$ cat src/rtl/arb_pkg.sv
package arb_pkg;
  localparam int SYNC_STAGES = 2;
  localparam int BUS_INPUTS  = 5;

  typedef enum logic [2:0] {
    ST_IDLE = 3'd0,
    ST_REQ  = 3'd1,
    ST_WAIT = 3'd2,
    ST_OWN  = 3'd3,
    ST_REL  = 3'd4
  } arbState_t;

  typedef struct packed {
    logic markFirst;
    logic clearFirst;
  } ctrlStrobes_t;
endpackage

$ cat src/rtl/arb_sync.sv
module arb_sync #(
  parameter int WIDTH  = 1,
  parameter int STAGES = 2
) (
  input  logic             clk,
  input  logic             rstN,
  input  logic [WIDTH-1:0] din,
  output logic [WIDTH-1:0] dout
);
  logic [WIDTH-1:0] stage [STAGES];

  genvar g;
  generate
    for (g = 0; g < STAGES; g++) begin : gStage
      always_ff @(posedge clk or negedge rstN) begin
        if (!rstN) stage[g] <= '0;
        else if (g == 0) stage[g] <= din;
        else stage[g] <= stage[(g == 0) ? 0 : g - 1];
      end
    end
  endgenerate

  assign dout = stage[STAGES-1];
endmodule

$ cat src/rtl/arb_datapath.sv
module arb_datapath
  import arb_pkg::*;
(
  input  logic         clk,
  input  logic         rstN,
  input  logic         busGrant,
  input  logic         addrStrobe,
  input  logic         asyncAck,
  input  logic         syncAck,
  input  logic         ackBus,
  input  ctrlStrobes_t strobes,
  output logic         grantS,
  output logic         busFree,
  output logic         firstOwn
);
  localparam int BUSY_BITS = BUS_INPUTS - 1;

  logic [BUS_INPUTS-1:0] rawIn;
  logic [BUS_INPUTS-1:0] syncIn;
  logic [BUSY_BITS-1:0]  busyS;

  assign rawIn = {busGrant, ackBus, syncAck, asyncAck, addrStrobe};

  arb_sync #(.WIDTH(BUS_INPUTS), .STAGES(SYNC_STAGES)) uSync (
    .clk  (clk),
    .rstN (rstN),
    .din  (rawIn),
    .dout (syncIn)
  );

  assign busyS   = syncIn[BUSY_BITS-1:0];
  assign grantS  = syncIn[BUS_INPUTS-1];
  assign busFree = ~|busyS;

  always_ff @(posedge clk or negedge rstN) begin
    if (!rstN) firstOwn <= 1'b0;
    else if (strobes.markFirst) firstOwn <= 1'b1;
    else if (strobes.clearFirst) firstOwn <= 1'b0;
  end
endmodule

$ cat src/rtl/arb_ctrl.sv
module arb_ctrl
  import arb_pkg::*;
(
  input  logic         clk,
  input  logic         rstN,
  input  logic         startReq,
  input  logic         xferDone,
  input  logic         grantS,
  input  logic         busFree,
  input  logic         firstOwn,
  output ctrlStrobes_t strobes,
  output logic         busReq,
  output logic         ackDrive,
  output logic         busOwned
);
  arbState_t state, stateNext;

  always_comb begin
    stateNext          = state;
    strobes.markFirst  = 1'b0;
    strobes.clearFirst = 1'b0;
    unique case (state)
      ST_IDLE: if (startReq) stateNext = ST_REQ;
      ST_REQ:  if (grantS) stateNext = ST_WAIT;
      ST_WAIT: begin
        if (!grantS) stateNext = ST_REQ;
        else if (busFree) begin
          stateNext         = ST_OWN;
          strobes.markFirst = 1'b1;
        end
      end
      ST_OWN: begin
        strobes.clearFirst = 1'b1;
        if (xferDone) stateNext = ST_REL;
      end
      ST_REL:  stateNext = ST_IDLE;
      default: stateNext = ST_IDLE;
    endcase
  end

  always_ff @(posedge clk or negedge rstN) begin
    if (!rstN) state <= ST_IDLE;
    else state <= stateNext;
  end

  assign busReq   = (state == ST_REQ) || (state == ST_WAIT) ||
                    ((state == ST_OWN) && firstOwn);
  assign ackDrive = (state == ST_OWN);
  assign busOwned = (state == ST_OWN);

  p_claim_free_r3: assert property (@(posedge clk) disable iff (!rstN)
    $rose(ackDrive) |-> $past(busFree));
  p_claim_grant_r8: assert property (@(posedge clk) disable iff (!rstN)
    $rose(ackDrive) |-> $past(grantS));
  p_req_start_r2: assert property (@(posedge clk) disable iff (!rstN)
    (state == ST_IDLE && startReq) |=> busReq);
  p_req_overlap_r4: assert property (@(posedge clk) disable iff (!rstN)
    $rose(ackDrive) |-> busReq);
  p_req_drop_r5: assert property (@(posedge clk) disable iff (!rstN)
    $rose(ackDrive) |=> !busReq);
  p_hold_r6: assert property (@(posedge clk) disable iff (!rstN)
    (ackDrive && !xferDone) |=> ackDrive);
  p_release_r7: assert property (@(posedge clk) disable iff (!rstN)
    (ackDrive && xferDone) |=> (!ackDrive && !busOwned));
endmodule

$ cat src/rtl/altmaster_arb.sv
module altmaster_arb
  import arb_pkg::*;
(
  input  logic clk,
  input  logic rstN,
  input  logic startReq,
  input  logic xferDone,
  input  logic busGrant,
  input  logic addrStrobe,
  input  logic asyncAck,
  input  logic syncAck,
  input  logic ackBus,
  output logic busReq,
  output logic ackDrive,
  output logic busOwned
);
  ctrlStrobes_t strobes;
  logic grantS, busFree, firstOwn;

  arb_datapath uDp (
    .clk        (clk),
    .rstN       (rstN),
    .busGrant   (busGrant),
    .addrStrobe (addrStrobe),
    .asyncAck   (asyncAck),
    .syncAck    (syncAck),
    .ackBus     (ackBus),
    .strobes    (strobes),
    .grantS     (grantS),
    .busFree    (busFree),
    .firstOwn   (firstOwn)
  );

  arb_ctrl uCtrl (
    .clk      (clk),
    .rstN     (rstN),
    .startReq (startReq),
    .xferDone (xferDone),
    .grantS   (grantS),
    .busFree  (busFree),
    .firstOwn (firstOwn),
    .strobes  (strobes),
    .busReq   (busReq),
    .ackDrive (ackDrive),
    .busOwned (busOwned)
  );
endmodule

$ cat config.mk
export PLATFORM = sky130hd
export DESIGN_NAME = altmaster_arb
export DESIGN_NICKNAME = d
export VERILOG_FILES = /design/src/rtl/arb_pkg.sv /design/src/rtl/arb_sync.sv /design/src/rtl/arb_datapath.sv /design/src/rtl/arb_ctrl.sv /design/src/rtl/altmaster_arb.sv
export SDC_FILE = /design/constraint.sdc
export NUM_CORES = 1
export LEC_CHECK = 0
export ABC_CLOCK_PERIOD_IN_PS = 900
export BUFFER_PORTS_ARGS = -buffer_cell sky130_fd_sc_hd__buf_2
export CAP_MARGIN = 20
export CELL_PAD_IN_SITES_DETAIL_PLACEMENT = 1
export CELL_PAD_IN_SITES_GLOBAL_PLACEMENT = 1
export CORE_MARGIN = 4
export CORE_UTILIZATION = 35
export CTS_BUF_LIST = sky130_fd_sc_hd__clkbuf_4
export CTS_CLUSTER_DIAMETER = 150
export DETAILED_ROUTE_END_ITERATION = 8
export PLACE_DENSITY_LB_ADDON = 0.1
export SLEW_MARGIN = 0
export SYNTH_ARGS = -nofsm -noshare
export SYNTH_HDL_FRONTEND = slang
export SYNTH_SLANG_ARGS = --single-unit
export TNS_END_PERCENT = 50
$ cat constraint.sdc
create_clock -name clk -period 0.9 [get_ports clk]
set_input_delay 0 -clock clk [delete_from_list [all_inputs] [get_ports clk]]
set_output_delay 0 -clock clk [all_outputs]
set_load 0.05 [all_outputs]
==> flow_summary.ini <==
[setup_path]
path_class = flop to output port
end_kind = output port
start_kind = flop
worstPathRequired_ps = 900
critPathMaxFanout = 4
crit_arrival_ps = 1180

[floorplan]
fp.coreArea_um2 = 1330
start_util = 0.377
num_rows = 13
fp.dieArea_um2 = 2110
dieWidth_um = 45.9
io_pins = 12
dieHeight_um = 45.9

[placed_design]
io_buffers = 11
post-dp-hpwl_um = 714
place.gp.congestion = 0.797
dp_slack_ps = -192

[global_route]
grt-busiest-layer = met2
grt_use_total = 0.144
grt_pass1_wl_um = 2100
use_met3 = 0.0237
grt-ovfl-total = 0
grtUsageMet1 = 0.163
antenna_found_initial = 0
grt_use_met2 = 0.272
grt_max_degree = 15
first_global_vias = 470

[routing]
ant_nets = 0
wire_per_inst_um = 14.9
drt_pre_antenna_iters = 2
vias = 379
drc = 0
wirelength_um = 1180
dr.first_iter.drc_count = 2
viasPerCell = 4.80

[finish]
syn2layout_area_growth_pct = 55.2
nNetsFinal = 74
n_antenna_cell = 0
drive_above_1_share = 0.531
final_common_cell = dfrtp_1
final_cell_mix = dfrtp_1, buf_4, buf_2, dlygate4sd3_1

[synthesis]
synth.distinct_cells = 19
synthTopCellsByArea = dfrtp_1, nor4_4, o41ai_2
synth_area_um2 = 503
yosysTopAreaCellShare = 0.697
seq_area_frac_synth = 0.697
yosys.area.top_type = dfrtp_1
ys_ff_latch = 14
syn_area_per_cell_um2 = 14.0
synth_cells = 36
syn-num-nets = 45
yosys_warnings = 0

[clock_tree]
cts_max_level = 1
cts_root_buf = clkbuf_4
clock_path_buffers = 2
cts.sinks = 14
cts_tree = yes
clk_pin_slew_ps = 80
cts_buffers = 3
clk_latency_ps = 270

[sta]
finalCritPeriodShare = 1.31
whs_ps = 48.1
finalWorstPathRequiredPeriod_ps = 1180
setup_viol = 7
rsz0062_at_grt = yes
slew_violations = 0
relSlewSlack = 0.805
worstMarginPinSlew_ps = 289
hold_viol_final = 0
fin_skew_ps = 3.26
fmax_mhz = 849
layout_setup_ws_ps = -277

[hold_path]
hold_path.class = input port to flop

[outcome]
violations = negative setup slack
status = complete, but fails checks

[power]
peakVddDrop_uv = 1680
p_leak_nw = 0.355
power_density_nw_per_um2 = 2800

[run]
max-cap-violations = 0
## metal layers
metal | vias to the layer above | routed length, um | share of wire
met5 | - | 0 | 0
met1 | 189 | 485 | 0.41
met2 | 9 | 647 | 0.55
met3 | 0 | 44 | 0.037
li1 | 181 | - | -
met4 | 0 | 0 | 0
## power by group
group	total, mW	internal, mW	switching, mW
sequential	0.826	0.723	0.103
combinational	1.01	0.493	0.512
clock	0.353	0.160	0.192
total	2.18	1.38	0.807
## final cells by class
type                       count  area, um2
clock inverter                 1       3.75
multi-input combinational     18        159
clock buffer                   3       22.5
inverter                       1       3.75
fill                         141        553
tap                           15       18.8
sequential                    14        354
timing repair buffer          27        219
## per-stage QoR
step / area [um2] / std cells / util / TNS, ps / power, mW
6_report: 781 / 79 / 0.585 / -1330 / 2.18
2_1_floorplan: 533 / 36 / - / -494 / 1.42
3_3_place_gp: 599 / 62 / 0.449 / -520 / 1.48
4_1_cts: 773 / 78 / 0.580 / -1280 / 2.17
3_5_place_dp: 599 / 62 / 0.449 / -830 / 1.53
5_1_grt: 781 / 79 / 0.585 / -1680 / 2.30
## critical path, cell delays in order (launching register included)
cell and delay, ps:
dfrtp_2 450, inv_2 70, and3_4 230, buf_8 150
## cell families (layout without fill, tap and decap cells)
logic type	count (synthesis)	count (layout)	share of synthesized area
simple gates	13	13	0.167
buf+inv	4	32	0.0423
compound gates	4	4	0.0746
mux	1	1	0.0199
flops	14	14	0.697
## synthesized netlist by cell type
master	n
nand3b_1	1
nor2_1	4
dfrtp_1	14
buf_2	1
nand2_1	2
clkbuf_2	1
and3_1	1
and2_1	1
nor4bb_1	1
mux2i_1	1
inv_1	1
a41oi_1	1
nor3_1	1
nor4_4	1
buf_4	1
o211ai_1	1
a21oi_1	1
nand3_1	1
o41ai_2	1
## registers in the layout, summed over array words and instances, names as in the netlist
name             cells
uDp.firstOwn         1
uDp.uSync.stage      5
uCtrl.state          3
uDp.uSync.dout       5
## path summary, 6_finish.rpt
check                                    from                 to  slack (ps)  depth (start not counted)
max in group asynchronous                rstN     uCtrl.state[2]         510                          2
min reg2reg                uDp.uSync.stage[5]  uDp.uSync.dout[0]         350                          0
min                                  startReq     uCtrl.state[0]          50                          3
min in group asynchronous                rstN     uCtrl.state[0]         140                          2
max reg2reg                    uCtrl.state[2]     uCtrl.state[0]        -260                          3
max                            uCtrl.state[2]           busOwned        -280                          3
## what timing repair did
action                                 CTS  global route
setup endpoints to repair                7             7
setup buffers                            5             1
gates resized for setup                 13             0
endpoints found under the hold margin   20             0
hold buffers                             7             0
Power figures use the tool's default switching activity.
